<file path="src/rtl/sync_hunter.sv">
module sync_hunter #(
  parameter int CHAR_W = 8
) (
  input  logic              clk,
  input  logic              rst_n,
  input  logic              rx_tick,
  input  logic              rx_data,
  input  logic              hunt_cmd,
  input  logic              cfg_dual,
  input  logic              cfg_ext,
  input  logic [CHAR_W-1:0] sync1,
  input  logic [CHAR_W-1:0] sync2,
  input  logic              ext_sync_in,
  input  logic              status_rd,
  output logic [CHAR_W-1:0] char_out,
  output logic              char_valid,
  output logic              sync_det,
  output logic              hunting
);
  localparam int CW = $clog2(CHAR_W + 1);
  localparam logic [CW-1:0] FULL = CW'(CHAR_W);
  localparam logic [CW-1:0] LAST = CW'(CHAR_W - 1);

  typedef enum logic [1:0] {ST_HUNT1, ST_HUNT2, ST_LOCK} st_t;
  st_t st;

  logic [CHAR_W-1:0] win;
  logic [CW-1:0]     fill, bitcnt;

  wire [CHAR_W-1:0] win_nx  = {win[CHAR_W-2:0], rx_data};
  wire              enough  = (fill >= LAST);
  wire              lastbit = (bitcnt == LAST);

  assign hunting = (st != ST_LOCK);

  always_ff @(posedge clk or negedge rst_n) begin
    if (!rst_n) begin
      st         <= ST_HUNT1;
      win        <= '0;
      fill       <= '0;
      bitcnt     <= '0;
      char_out   <= '0;
      char_valid <= 1'b0;
      sync_det   <= 1'b0;
    end else begin
      char_valid <= 1'b0;
      if (status_rd) sync_det <= 1'b0;
      if (hunt_cmd) begin
        st     <= ST_HUNT1;
        fill   <= '0;
        bitcnt <= '0;
      end else if (cfg_ext && hunting && ext_sync_in) begin
        st     <= ST_LOCK;
        bitcnt <= '0;
      end else if (rx_tick) begin
        win <= win_nx;
        if (fill != FULL) fill <= fill + 1'b1;
        case (st)
          ST_HUNT1: begin
            if (!cfg_ext && enough && win_nx == sync1) begin
              bitcnt <= '0;
              if (cfg_dual) st <= ST_HUNT2;
              else begin
                st       <= ST_LOCK;
                sync_det <= 1'b1;
              end
            end
          end
          ST_HUNT2: begin
            if (lastbit) begin
              bitcnt <= '0;
              if (win_nx == sync2) begin
                st       <= ST_LOCK;
                sync_det <= 1'b1;
              end else begin
                st <= ST_HUNT1;
              end
            end else begin
              bitcnt <= bitcnt + 1'b1;
            end
          end
          default: begin
            if (lastbit) begin
              bitcnt     <= '0;
              char_out   <= win_nx;
              char_valid <= 1'b1;
            end else begin
              bitcnt <= bitcnt + 1'b1;
            end
          end
        endcase
      end
    end
  end


  valid_pulse_chk: assert property (@(posedge clk) disable iff (!rst_n)
    char_valid |=> !char_valid);

  valid_locked_chk: assert property (@(posedge clk) disable iff (!rst_n)
    char_valid |-> !hunting);

  det_rise_chk: assert property (@(posedge clk) disable iff (!rst_n)
    $rose(sync_det) |-> !hunting && $past(rx_tick));

  rd_clear_chk: assert property (@(posedge clk) disable iff (!rst_n)
    status_rd && !rx_tick |=> !sync_det);

  ext_nodet_chk: assert property (@(posedge clk) disable iff (!rst_n)
    cfg_ext && $past(cfg_ext) |-> !$rose(sync_det));

  ext_lock_chk: assert property (@(posedge clk) disable iff (!rst_n)
    cfg_ext && hunting && ext_sync_in && !hunt_cmd |=> !hunting);

  hunt_req_chk: assert property (@(posedge clk) disable iff (!rst_n)
    hunt_cmd |=> hunting && !char_valid);
endmodule

</file>
<file path="config.mk">
export PLATFORM = sky130hd
export DESIGN_NAME = sync_hunter
export DESIGN_NICKNAME = d
export VERILOG_FILES = /design/src/rtl/sync_hunter.sv
export SDC_FILE = /design/constraint.sdc
export NUM_CORES = 1
export LEC_CHECK = 0
export CELL_PAD_IN_SITES_DETAIL_PLACEMENT = 2
export CELL_PAD_IN_SITES_GLOBAL_PLACEMENT = 2
export CORE_ASPECT_RATIO = 0.75
export CORE_MARGIN = 2
export CORE_UTILIZATION = 35
export CTS_BUF_LIST = sky130_fd_sc_hd__clkbuf_8
export CTS_CLUSTER_SIZE = 40
export DETAILED_ROUTE_END_ITERATION = 16
export MAX_ROUTING_LAYER = met4
export PLACE_DENSITY = 0.89
export SYNTH_ARGS = -nofsm -noshare
export SYNTH_HDL_FRONTEND = slang
export SYNTH_SLANG_ARGS = --single-unit
</file>
<file path="constraint.sdc">
create_clock -name clk -period 3.38 [get_ports clk]
set_input_delay 0.676 -clock clk [delete_from_list [all_inputs] [get_ports clk]]
set_output_delay 0.676 -clock clk [all_outputs]
set_load 0.1 [all_outputs]
</file>
### Word-level counts from Yosys, hierarchy flattened

Index checks and enable logic that the tools add are counted.

| word-level totals | value |
|---|---|
| flip-flop bits (word level) | 27 |
| input bits | 25 |
| output and inout bits | 11 |

| cells by class | value |
|---|---|
| add/subtract/negate cells | 2 |
| magnitude comparators | 1 |
| equal/unequal tests | 9 |
| multiplexer cells | 32 |
| bitwise operators | 3 |
| reduce and logical (&&, ||, !) cells | 16 |

Operator list:

| kind | number |
|---|---|
| $mux 4 | 10 |
| $eq 8x8->1 | 2 |
| $mux 2 | 7 |
| $mux 1 | 13 |
| $ne 4x4->1 const B | 3 |
| $add 4x1->4 const B | 2 |
| $reduce_and 3->1 | 2 |
| $reduce_and 5->1 | 1 |
| $eq 4x3->1 const B | 1 |
| $ge 4x3->1 const B | 1 |
| $logic_and 1x1->1 | 4 |
| $ne 2x2->1 const B | 2 |
| $pmux 2 s2 | 1 |
| $reduce_and 4->1 | 1 |
| $reduce_bool 2->1 | 2 |
| $reduce_bool 4->1 | 1 |
| $not 1->1 | 3 |
| $reduce_bool 3->1 | 1 |
| $eq 2x1->1 const B | 1 |
| $logic_not 2->1 | 1 |
| $pmux 1 s2 | 1 |
| $reduce_and 2->1 | 1 |
| $reduce_or 2->1 | 1 |
| $logic_not 1->1 | 1 |

### Depth between registers and ports, before layout

| logic depth | value |
|---|---|
| depth in word-level cells | 8 |
| mapped depth | 7 |
| gate-level depth less buffers | 7 |

### Worst setup path after synthesis

OpenSTA, ideal clock, no wires.

| timing | value |
|---|---|
| kind | input-to-reg |
| start point | input port hunt_cmd |
| end point | register char_out[0] |
| arrival | 2.127 ns |
| required time | 3.255 ns |
| slack | 1.127 ns |
| cell stages on the path | 7 |
| path buffers | 3 |
| path through | buf_6 > nand2b_1 > a21o_1 > buf_6 > or4_4 > buf_6 > mux2_4 |

| between the ends | value |
|---|---|
| cells in the longest elaborated chain, start to end | 2 |

RTL lines:

| what | line | RTL |
|---|---|---|
| from (decl) | 8 | `input logic hunt_cmd,` |
| $not 1->1 (no source line) | -- |  |
| $reduce_and 5->1 (no source line) | -- |  |
| to (signal assigned) | 85 | `char_out <= win_nx;` |
| to (decl) | 15 | `output logic [CHAR_W-1:0] char_out,` |

No other way between the ends.
A chain may end at the register's enable or synchronous reset.

### Final worst setup path

| timing | value |
|---|---|
| start point | input port hunt_cmd |
| end point | register char_out[4] |

Same word-level chain as after synthesis.

==> results.cfg <==
[clocking]
postCtsSetupBuffers = 0
clockBufferDepth = 2
clock-sinks = 27
cts_max_level = 1
cts_hold_repair.buffers = 0
numCtsBuffers = 3
clock-root-buffer = clkbuf_8
clock_latency_ps = 280
cts.clk_slew.worst_paths_ps = 100
post_cts_resized = 0
cts_tree = built

[setup_path]
cpPeakStageDelay_ps = 650
worst-path-stages = 5
end_kind = register
path_cells = clkdlybuf4s50_1 > nand2b_1 > a21o_1 > or4_4 > mux2_4
reg2regPathDepth = 4
rrSetupSlack_ps = 1320
arrival_ps = 2760
cp-start-kind = input port
cp_data_required_time_ps = 3540
cp_top_family = simple AND/OR/NAND/NOR gates
reg2reg_to = char_out[4]
path_class = in -> reg
reg2reg_from = st[0]
critPathBufInv = 1
crit_slowest_cell = or4_4
path_max_fanout = 9

[min_path]
worstHoldPathType = reg -> reg
worstHoldEndpoint = char_out[0]
hp-start = char_out[0]
hold_depth = 1

[synth]
synth_most_common_cell = dfrtp_1
synth_cell_types = 32
yosysSeqAreaShare_pct = 45.5
synth_cells = 130
ys.flop_type = dfrtp_1
syn_area_mm2 = 0.00149
ys_ff_latch = 27
synth_area_per_cell_um2 = 11.4
synth_common_cells = dfrtp_1, xor2_1, mux2_4, nor2_1
synth_edf_count = 0
synth_area_leader_cell = dfrtp_1
synth_async_sr_flop_share_pct = 100
synth_area_leaders = dfrtp_1, xor2_1, mux2_4, mux2_2, buf_6
synth_fp_nets = 158
yosysWarnings = 0
yosys.area.top_type_share_pct = 45.5

[floorplanning]
io_pins = 36
dieArea_mm2 = 0.00479
core_area_mm2 = 0.00405
num_rows = 20
initial_utilization_pct = 36.6
fp.dieH_um = 60.4
die_w_um = 79.2

[grt]
grt_max_degree = 28
grt_overflow = 0
antenna_found_initial = 0
grt_pass1_wl_um = 6670
track_usage_pct = 19.3
grt_pass1_vias = 1254

[timing]
hold_viol = 0
worstMarginPinSlew_ps = 991
rsz0062_at_grt = no
setup_viol = 0
fin_tns_setup_ps = 0
fin_crit_ps = 2590
finClkSkew_ps = 7.03
relSlewSlack_pct = 33.7
period_share_pct = 76.7
fmax_ghz = 0.386
report.final.slew_viol_count = 0

[final_layout]
fill_cells = 435
area_growth_pct = 27.3
seq_area_um2 = 676
multi_input_area_um2 = 734
fin_nets = 195
design_area_mm2 = 0.00189
post-route-util_pct = 46.6
num_antenna_cells = 0
drive_above_1_share_pct = 19.9

[power_and_ir_drop]
p_per_area_mw_per_mm2 = 429
ir_drop_mv = 0.267
leakage_uw = 0.000880

[route]
drc = 0
vias_per_cell = 4.99
vias = 1103
drtIter0Drc = 37
ant_nets = 0
wl_um = 4090
dr.pass1.iters = 4
post_drt_wl_per_cell_um = 18.5

[outcome]
status = completed

[placement]
place_area_mm2 = 0.00184
hpwlAfterDp_um = 3220
place.gp.congestion = 0.695
io_buffer_count = 35

[flow_run]
maxCapViolations = 0
[cells in the final DEF, fill, tap and decap left out, types with 2 or more instances in the layout]
cell type / instances
a21o_1: 4
xnor2_1: 2
nand2b_1: 2
clkdlybuf4s50_1: 25
a21oi_1: 7
o2bb2ai_1: 3
buf_4: 11
mux2_4: 8
nor4_1: 5
nor2_1: 8
clkbuf_8: 3
mux2_2: 7
dfrtp_1: 27
nand3_1: 5
nand2_1: 4
xor2_1: 16
or3_1: 3
ha_1: 3
inv_1: 7
[area by class of cell]
type	count	area share, %
Clock inverter	1	0.397
Sequential cell	27	35.7
Multi-Input combinational cell	91	38.8
Tap cell	55	3.64
Clock buffer	3	2.18
Inverter	8	1.59
Timing Repair Buffer	36	17.6
[per-stage QoR]
step	setup slack (ps)	std cells	hold slack, ps	total power (µW)
2_1_floorplan	1130	130	380	534
5_1_grt	710	221	567	859
3_5_place_dp	494	217	497	629
3_3_place_gp	604	217	500	602
6_report	787	221	533	811
4_1_cts	787	221	535	824
[worst max path at each step]
stage                  start     endpoint  slack (ps)
floorplan           hunt_cmd  char_out[0]        1130
global placement    hunt_cmd  char_out[5]         600
detailed placement  hunt_cmd  char_out[2]         490
CTS                 hunt_cmd  char_out[0]         790
global route        hunt_cmd  char_out[4]         710
finish              hunt_cmd  char_out[4]         790
[registers in the layout, summed over array words and instances, names as in the netlist]
| register | flops |
|---|---|
| bitcnt | 4 |
| char_out | 8 |
| char_valid | 1 |
| fill | 4 |
| st | 2 |
| sync_det | 1 |
| win | 7 |
[per-layer routing]
metal / vias up / wire [µm] / track usage, %
li1: 528 / - / -
met1: 561 / 1920 / 24.8
met3: 2 / 71 / 3.27
met4: 0 / 19 / 2.96
met5: - / 0 / -
met2: 12 / 2070 / 33.2
[cells by family after synthesis]
kind of cell / Yosys count / synth area share (%)
and+or+nand+nor: 33 / 12.3
DFF: 27 / 45.5
AOI/OAI and AO/OA: 21 / 9.94
xor gates and xnor gates: 18 / 10.6
muxes: 16 / 14.1
buffers and inverters: 12 / 5.05
adders and majority gates: 3 / 2.53
[report_power, final]
part	switching, µW	total [µW]	internal [µW]	leakage, µW
Sequential	73.2	434	361	0.000361
Clock	103	187	83.8	0.0000217
Combinational	87.7	189	101	0.000497
Total	264	811	546	0.000880
Power figures use the tool's default switching activity.
